<file path="config.mk">
export PLATFORM = sky130hd
export DESIGN_NAME = qenc_counter
export DESIGN_NICKNAME = d
export VERILOG_FILES = /design/src/rtl/qenc_pkg.sv /design/src/rtl/qenc_sync.sv /design/src/rtl/qenc_glitch.sv /design/src/rtl/qenc_decode.sv /design/src/rtl/qenc_count.sv /design/src/rtl/qenc_status.sv /design/src/rtl/qenc_counter.sv
export SDC_FILE = /design/constraint.sdc
export NUM_CORES = 1
export LEC_CHECK = 0
export ABC_AREA = 0
export CAP_MARGIN = 20
export CORE_ASPECT_RATIO = 1.75
export CORE_MARGIN = 2
export CORE_UTILIZATION = 55
export DETAILED_ROUTE_END_ITERATION = 16
export PLACE_DENSITY = 0.89
export SYNTH_ARGS = -nofsm -noshare
export SYNTH_HDL_FRONTEND = slang
export SYNTH_SLANG_ARGS = --single-unit
</file>
<file path="constraint.sdc">
create_clock -name clk_i -period 2.2 [get_ports clk_i]
set_clock_uncertainty 0.1 [all_clocks]
set_input_delay 0.66 -clock clk_i [delete_from_list [all_inputs] [get_ports clk_i]]
set_output_delay 0.66 -clock clk_i [all_outputs]
set_load 0.02 [all_outputs]
</file>
<file path="src/rtl/qenc_pkg.sv">
package qenc_pkg;

  // Resolution selection as presented on res_sel_i
  typedef enum logic [1:0] {
    RES_X1  = 2'd0,
    RES_X2  = 2'd1,
    RES_X4  = 2'd2,
    RES_X4A = 2'd3
  } res_e;

  localparam int EV_W = 4;

  // Event vector; packed so that bit 0 is the up-wrap event
  typedef struct packed {
    logic inv;
    logic idx;
    logic unf;
    logic ovf;
  } ev_t;

  // Position of a Gray-coded phase pair {A,B} in the cycle
  function automatic logic [1:0] phase_ord(input logic [1:0] ab);
    logic [1:0] p;
    case (ab)
      2'b00:   p = 2'd0;
      2'b01:   p = 2'd1;
      2'b11:   p = 2'd2;
      default: p = 2'd3;
    endcase
    return p;
  endfunction

endpackage

</file>
<file path="src/rtl/qenc_sync.sv">
module qenc_sync #(
  parameter int W      = 3,
  parameter int STAGES = 2
) (
  input  logic         clk_i,
  input  logic         rst_ni,
  input  logic [W-1:0] d_i,
  output logic [W-1:0] q_o
);

  logic [W-1:0] pipe_q [STAGES];

  always_ff @(posedge clk_i or negedge rst_ni) begin
    if (!rst_ni) begin
      for (int i = 0; i < STAGES; i++) pipe_q[i] <= '0;
    end else begin
      pipe_q[0] <= d_i;
      for (int i = 1; i < STAGES; i++) pipe_q[i] <= pipe_q[i-1];
    end
  end

  assign q_o = pipe_q[STAGES-1];

endmodule

</file>
<file path="src/rtl/qenc_glitch.sv">
module qenc_glitch #(
  parameter int LEN = 3
) (
  input  logic clk_i,
  input  logic rst_ni,
  input  logic d_i,
  input  logic en_i,
  output logic q_o
);

  localparam int HW = LEN - 1;

  logic [HW-1:0] hist_q, hist_d;
  logic          acc_q;
  logic          steady, acc_en;

  always_comb begin
    hist_d[0] = d_i;
    for (int i = 1; i < HW; i++) hist_d[i] = hist_q[i-1];
    steady = (hist_q == {HW{d_i}});
    acc_en = steady && (acc_q != d_i);
  end

  always_ff @(posedge clk_i or negedge rst_ni) begin
    if (!rst_ni) hist_q <= '0;
    else         hist_q <= hist_d;
  end

  always_ff @(posedge clk_i or negedge rst_ni) begin
    if (!rst_ni)     acc_q <= 1'b0;
    else if (acc_en) acc_q <= d_i;
  end

  assign q_o = en_i ? acc_q : d_i;

endmodule

</file>
<file path="src/rtl/qenc_decode.sv">
module qenc_decode
  import qenc_pkg::*;
(
  input  logic       clk_i,
  input  logic       rst_ni,
  input  logic [1:0] lvl_i,
  input  res_e       res_i,
  output logic       up_o,
  output logic       dn_o,
  output logic       inv_o
);

  logic [1:0] st_q;
  logic [1:0] p_old, p_new, dlt, edge_id;
  logic       sel, st_en;

  always_comb begin
    p_old   = phase_ord(st_q);
    p_new   = phase_ord(lvl_i);
    dlt     = p_new - p_old;
    // edge k joins position k and position k+1
    edge_id = (dlt == 2'd1) ? p_old : p_new;
    case (res_i)
      RES_X1:  sel = (edge_id == 2'd0);
      RES_X2:  sel = ~edge_id[0];
      default: sel = 1'b1;
    endcase
    up_o  = (dlt == 2'd1) && sel;
    dn_o  = (dlt == 2'd3) && sel;
    inv_o = (dlt == 2'd2);
    st_en = (lvl_i != st_q);
  end

  always_ff @(posedge clk_i or negedge rst_ni) begin
    if (!rst_ni)    st_q <= 2'b00;
    else if (st_en) st_q <= lvl_i;
  end

endmodule

</file>
<file path="src/rtl/qenc_count.sv">
module qenc_count
  import qenc_pkg::*;
#(
  parameter int W = 16
) (
  input  logic                clk_i,
  input  logic                rst_ni,
  input  logic                up_i,
  input  logic                dn_i,
  input  logic                inv_i,
  input  logic                idx_i,
  output logic signed [W-1:0] count_o,
  output ev_t                 ev_o
);

  localparam logic [W-1:0] MAXV = {1'b0, {(W-1){1'b1}}};
  localparam logic [W-1:0] MINV = {1'b1, {(W-1){1'b0}}};

  logic [W-1:0] cnt_q, cnt_d;
  logic         cnt_en;

  always_comb begin
    cnt_d  = cnt_q;
    cnt_en = 1'b0;
    ev_o   = '0;
    ev_o.inv = inv_i;
    if (idx_i) begin
      cnt_d    = '0;
      cnt_en   = 1'b1;
      ev_o.idx = 1'b1;
    end else if (up_i) begin
      cnt_d    = cnt_q + 1'b1;
      cnt_en   = 1'b1;
      ev_o.ovf = (cnt_q == MAXV);
    end else if (dn_i) begin
      cnt_d    = cnt_q - 1'b1;
      cnt_en   = 1'b1;
      ev_o.unf = (cnt_q == MINV);
    end
  end

  always_ff @(posedge clk_i or negedge rst_ni) begin
    if (!rst_ni)     cnt_q <= '0;
    else if (cnt_en) cnt_q <= cnt_d;
  end

  assign count_o = $signed(cnt_q);

endmodule

</file>
<file path="src/rtl/qenc_status.sv">
module qenc_status
  import qenc_pkg::*;
(
  input  logic            clk_i,
  input  logic            rst_ni,
  input  ev_t             ev_i,
  input  logic            rd_i,
  output logic [EV_W-1:0] stat_o
);

  logic [EV_W-1:0] stat_q, stat_d;
  logic            stat_en;

  always_comb begin
    stat_en = rd_i || (ev_i != '0);
    stat_d  = (rd_i ? '0 : stat_q) | ev_i;
  end

  always_ff @(posedge clk_i or negedge rst_ni) begin
    if (!rst_ni)      stat_q <= '0;
    else if (stat_en) stat_q <= stat_d;
  end

  assign stat_o = stat_q;

endmodule

</file>
<file path="src/rtl/qenc_counter.sv">
module qenc_counter
  import qenc_pkg::*;
#(
  parameter int CNT_W       = 16,
  parameter int SYNC_STAGES = 2,
  parameter int FILT_LEN    = 3
) (
  input  logic                    clk_i,
  input  logic                    rst_ni,
  input  logic                    phase_a_i,
  input  logic                    phase_b_i,
  input  logic                    index_i,
  input  logic                    index_en_i,
  input  logic                    filt_en_i,
  input  logic [1:0]              res_sel_i,
  input  logic                    stat_rd_i,
  output logic signed [CNT_W-1:0] count_o,
  output logic [EV_W-1:0]         status_o,
  output logic                    irq_o
);

  localparam int PH_W = 2;
  localparam int IN_W = PH_W + 1;

  // reset: asserted asynchronously, released on the clock
  logic [1:0] rst_sync_q;
  logic       rst_n;

  always_ff @(posedge clk_i or negedge rst_ni) begin
    if (!rst_ni) rst_sync_q <= 2'b00;
    else         rst_sync_q <= {rst_sync_q[0], 1'b1};
  end
  assign rst_n = rst_sync_q[1];

  // input synchronisers: {index, A, B}
  logic [IN_W-1:0] raw_in, syn_in;
  assign raw_in = {index_i, phase_a_i, phase_b_i};

  qenc_sync #(.W(IN_W), .STAGES(SYNC_STAGES)) u_sync (
    .clk_i  (clk_i),
    .rst_ni (rst_n),
    .d_i    (raw_in),
    .q_o    (syn_in)
  );

  // optional glitch filter per phase
  logic [PH_W-1:0] phase_lvl;

  for (genvar g = 0; g < PH_W; g++) begin : g_filt
    qenc_glitch #(.LEN(FILT_LEN)) u_glitch (
      .clk_i  (clk_i),
      .rst_ni (rst_n),
      .d_i    (syn_in[g]),
      .en_i   (filt_en_i),
      .q_o    (phase_lvl[g])
    );
  end

  // index rising edge
  logic idx_q, idx_hit;

  always_ff @(posedge clk_i or negedge rst_n) begin
    if (!rst_n) idx_q <= 1'b0;
    else        idx_q <= syn_in[PH_W];
  end
  assign idx_hit = index_en_i && syn_in[PH_W] && !idx_q;

  // decode, count, status
  logic step_up, step_dn, step_inv;
  ev_t  ev_s;

  qenc_decode u_decode (
    .clk_i  (clk_i),
    .rst_ni (rst_n),
    .lvl_i  (phase_lvl),
    .res_i  (res_e'(res_sel_i)),
    .up_o   (step_up),
    .dn_o   (step_dn),
    .inv_o  (step_inv)
  );

  qenc_count #(.W(CNT_W)) u_count (
    .clk_i   (clk_i),
    .rst_ni  (rst_n),
    .up_i    (step_up),
    .dn_i    (step_dn),
    .inv_i   (step_inv),
    .idx_i   (idx_hit),
    .count_o (count_o),
    .ev_o    (ev_s)
  );

  qenc_status u_status (
    .clk_i  (clk_i),
    .rst_ni (rst_n),
    .ev_i   (ev_s),
    .rd_i   (stat_rd_i),
    .stat_o (status_o)
  );

  assign irq_o = |status_o;

endmodule

</file>
==> results of run 1 <==
timing repair:
item / 4_1_cts
buffers inserted: 8
endpoints found under the setup margin: 22
resized for setup: 70
pin swaps: 41
gates cloned: 1
cell families after synthesis:
| logic type | Yosys count | share of synthesized area |
|---|---|---|
| AOI/OAI and AO/OA | 64 | 0.1765 |
| xor gates and xnor gates | 11 | 0.04916 |
| adders and majority gates | 20 | 0.1151 |
| buffers and inverters | 16 | 0.02849 |
| DFF | 37 | 0.4134 |
| muxes | 6 | 0.03128 |
| other | 1 | 0.001674 |
| and+or+nand+nor | 84 | 0.1844 |
per-layer routing:
metal | GRT overflow | GRT usage
met3 | 0 | 0.4544
met2 | 105 | 1.055
met1 | 1 | 0.7505
met4 | 72 | 0.9977
met5 | 0 | 0
per-stage QoR:
| step | instance area [um^2] | hold WS, ns |
|---|---|---|
| detailed placement | 3100 | 0.2124 |
| CTS | 3616 | 0.2185 |
| floorplan | 2282 | 0.2312 |
| global placement | 3100 | 0.2108 |
==> qor.txt, run 1 <==
Outcome = did not finish
Exit stage = global routing
Error msg = [ERROR GRT-0232] Routing congestion too high. Check the congestion heatmap in the GUI.
CTS Hold Bufs = 0
Global route overflow = 178
FF+latch count, synth = 37
IO Pins = 31
Final Wtd Congestion = 0.9577
Root Driver = clkbuf_8
Post-place setup slack = -2.298 ns
Seq/Total Area, Yosys = 0.4134
Syn. warnings = 0
DP Wirelength = 5.115 mm
Die H = 88.42 um
Top FF cell, synth = dfrtp_1
Clk sinks = 37
Most common cell in the netlist = dfrtp_1
Post-Synthesis Mean Instance Area = 9.371 um^2
Most instantiated cells after synthesis = dfrtp_1 (37), nand2_1 (26), a21oi_1 (20)
Area contributors post-synth = dfrtp_1 (41%), ha_1 (11%), a21oi_1 (4.5%), nand2_1 (4.4%), o21ai_0 (3.6%)
Worst Endpoint after GRT Repair = u_count.count_o[14]$_DFFE_PN0P_/D
Top-area cell type share of the netlist area = 0.4134
Row count = 30
Placed cell count = 371
CTS max path bufs = 2
WEP type = register data pin
H-tree Lvls = 2
Cells after Synth = 239
Post-synth EDFFs = 0
PortBufs = 30
Syn_nets = 269
Post-synth ARST share = 1.000
Synthesized area = 2240 um^2
Largest net degree at the start of global routing = 21
Netlist cell types = 42
Leading area contributor after synthesis = dfrtp_1
Die W = 52.24 um
Total track usage = 0.7964
Initial Utilization = 0.5737
CTS buffer count = 5
==> run 2: changes to the inputs <==
--- a/config.mk
+++ b/config.mk
@@ -7,11 +7,10 @@
 export LEC_CHECK = 0
 export ABC_AREA = 0
 export CAP_MARGIN = 20
-export CORE_ASPECT_RATIO = 1.75
 export CORE_MARGIN = 2
-export CORE_UTILIZATION = 55
+export CORE_UTILIZATION = 40
 export DETAILED_ROUTE_END_ITERATION = 16
-export PLACE_DENSITY = 0.89
+export PLACE_DENSITY_LB_ADDON = 0.15
 export SYNTH_ARGS = -nofsm -noshare
 export SYNTH_HDL_FRONTEND = slang
 export SYNTH_SLANG_ARGS = --single-unit
==> run 2 against run 1 <==
  * The flow now finishes, with violations (negative setup slack)
  * Synthesized area did not move
  * Synthesized cell count did not move
==> qor.txt, run 2 <==
Antenna Cells = 0
Seq/Total Area, Yosys = 0.4134
Reg-to-Reg Start = u_sync.q_o[0]$_DFF_PN0_
Crit-path cells = buf_8 > mux2_4 > xor2_4 > ha_4 > xnor3_2 > o211ai_1 > clkbuf_16 > ha_4 > a211oi_4 > o21ai_2 > and3_4 > o21bai_4 > a31oi_2 > nor3b_2 > a211o_1
Total Routed Length = 7.782 mm
Row count = 27
Syn-to-layout area delta = 78.16%
Core box area = 5473 um^2
Cell mode on critical path = ha_4
Post-synth EDFFs = 0
Hold Path Class = reg -> async
CTS max path bufs = 2
Netlist cell types = 42
Clk pin slew, worst setup/hold paths = 0.08 ns
PortBufs = 30
Pins Over Slew Limit = 0
Share of layout cells above drive strength 1 = 0.4633
Vias in the first global route = 2336
DRC viols = 0
Fill cell count = 397
Fmax achieved = 277.2 MHz
Final instance area = 3990 um^2
Drt first pass iters = 4
Critical path arrival = 3.70 ns
Synthesized area = 2240 um^2
Max-Slew Margin vs Limit = 0.5144
Die ar. = 6213 um^2
Cell count of the worst reg-to-reg path = 14
Most common cell in the netlist = dfrtp_1
Nets = 383
Crit. End Element = register
1st-iter DRT viols = 157
Worst Hold Slack = 0.1971 ns
Post-Synthesis Mean Instance Area = 9.371 um^2
Data required, critical path = 2.29 ns
Final setup vio count = 18
First-pass GRT wire length = 11.45 mm
Crit path largest cell delay = 0.32 ns
DP Wirelength = 4.492 mm
Top-area cell type share of the netlist area = 0.4134
CTS tree = yes
Least-Margin Pin Slew = 0.7284 ns
Number of flip-flops in the largest register = 16
DP Area = 3158 um^2
Average routed wire per standard cell = 18.27 um
Antenna Violating Nets Remaining = 0
Clk sinks = 37
Global route overflow = 0
Routed met3 length = 401 um
Post-place setup slack = -2.171 ns
Max Used Layer = met4
Final Wtd Congestion = 0.8669
Initial Utilization = 0.4092
Post-Route Utilization = 0.7291
CTS buffer count = 5
Worst Setup Start Kind = input pin
Failing checks = negative setup slack
Total track usage = 0.2373
FF+latch count, synth = 37
Max Cap Viol = 0
Final std cells w/o fill = 426
Post-synth ARST share = 1.000
Most frequent cells in the layout = buf_4 (63), dfrtp_1 (34), nand2_1 (23)
CP max FO = 6
RSZ-0062 raised after global routing = true
WS Path Type = in -> reg
Most instantiated cells after synthesis = dfrtp_1 (37), nand2_1 (26), a21oi_1 (20)
Root Driver = clkbuf_8
Period utilisation layout = 1.640
WL met1 = 3.180 mm
Pwr dens = 1964 nW/um^2
Routed vias/inst = 5.575
Wire length on met2 = 3.918 mm
Syn. warnings = 0
Clock Latency Late Sink = 0.30 ns
Vias = 2375
Max stage delay cell, worst path = mux2_4
RR Endpoint = u_count.count_o[15]$_DFFE_PN0P_
Outcome = finished with violations
Top FF cell, synth = dfrtp_1
H-tree Lvls = 2
Final hold violations = 0
Die W = 78.83 um
Largest net degree at the start of global routing = 21
Max IR drop VDD = 1164 uV
Final WS setup = -1.407 ns
Leading area contributor after synthesis = dfrtp_1
Die H = 78.83 um
R2R setup slack = -1.34 ns
Placed cell count = 397
IO Pins = 31
Fin crit period = 3.607 ns
Commonest non-fill, non-tap cell in the layout = buf_4
Total leakage power = 1.813 nW
Area contributors post-synth = dfrtp_1 (41%), ha_1 (11%), a21oi_1 (4.5%), nand2_1 (4.4%), o21ai_0 (3.6%)
Syn_nets = 269
Cells after Synth = 239
Initial antenna violation count = 0
run 2: cell counts after synthesis:
Identical to the previous run, type by type.
run 2: power by group:
part           switching (mW)  internal [mW]  total (mW)
Sequential              0.229          0.866        1.09
Combinational            2.86           3.27        6.13
Clock                   0.272          0.341       0.613
run 2: final cells by class:
type / instances / area [um^2] / area share
timing repair buffer: 112 / 1044 / 0.2615
multi-input combinational: 186 / 1774 / 0.4447
tap: 72 / 90.09 / 0.02258
sequential: 37 / 929.6 / 0.2330
clock buffer: 6 / 72.57 / 0.01819
clock inverter: 2 / 38.79 / 0.009721
inverter: 11 / 41.29 / 0.01035
run 2: layer usage:
metal	vias to the layer above	track usage
li1	1095	-
met1	1164	0.3119
met3	30	0.02727
met5	-	0
met2	86	0.4009
met4	0	0.09483
run 2: timing repair:
item / CTS / global route
cloned: 1 / 0
setup buffers: 14 / 13
endpoints found under the setup margin: 22 / 23
pin swaps: 43 / 46
hold buffers: 0 / 0
resized for setup: 74 / 46
run 2: worst max-delay path, delay by kind of cell:
family | cells | cell delay, ns
AO/OA/AOI/OAI | 6 | 1.12
XOR/XNOR | 2 | 0.45
adder cells (fa/ha/maj) | 2 | 0.40
AND/OR/NAND/NOR | 2 | 0.39
buffers and inverters | 2 | 0.36
multiplexers | 1 | 0.32
run 2: how the worst max path moves through the flow:
stage | from | endpoint | slack (ns) | cells after the start
after global routing | filt_en_i | u_count.count_o[15]$_DFFE_PN0P_ | -1.52 | 15
final | filt_en_i | u_count.count_o[15]$_DFFE_PN0P_ | -1.41 | 15
after global placement | filt_en_i | u_count.count_o[15]$_DFFE_PN0P_ | -2.10 | 17
after floorplan | filt_en_i | u_count.count_o[15]$_DFFE_PN0P_ | -1.87 | 15
after CTS | filt_en_i | u_count.count_o[14]$_DFFE_PN0P_ | -1.37 | 17
after detailed placement | filt_en_i | u_count.count_o[15]$_DFFE_PN0P_ | -2.17 | 17
run 2: kinds of logic after synthesis:
family / Yosys count / share of synthesized area
DFF: 37 / 0.4134
buffers and inverters: 16 / 0.02849
other: 1 / 0.001674
and+or+nand+nor: 84 / 0.1844
xor gates and xnor gates: 11 / 0.04916
muxes: 6 / 0.03128
adders and majority gates: 20 / 0.1151
AOI/OAI and AO/OA: 64 / 0.1765
run 2: through the flow:
stage	power, mW	setup TNS [ns]
final	7.836	-17.97
after global routing	8.285	-20.18
after CTS	6.714	-17.21
after detailed placement	5.038	-31.17
after global placement	4.998	-30.52
after floorplan	3.383	-24.00
No activity file was read; power rests on OpenSTA's default activity.
==> run 3: changes to the inputs <==
--- a/config.mk
+++ b/config.mk
@@ -9,6 +9,7 @@
 export CAP_MARGIN = 20
 export CORE_MARGIN = 2
 export CORE_UTILIZATION = 40
+export CTS_CLUSTER_SIZE = 28
 export DETAILED_ROUTE_END_ITERATION = 16
 export PLACE_DENSITY_LB_ADDON = 0.15
 export SYNTH_ARGS = -nofsm -noshare
==> results of run 3 <==
Final layout, timing and power as in run 2 (identical DEF).
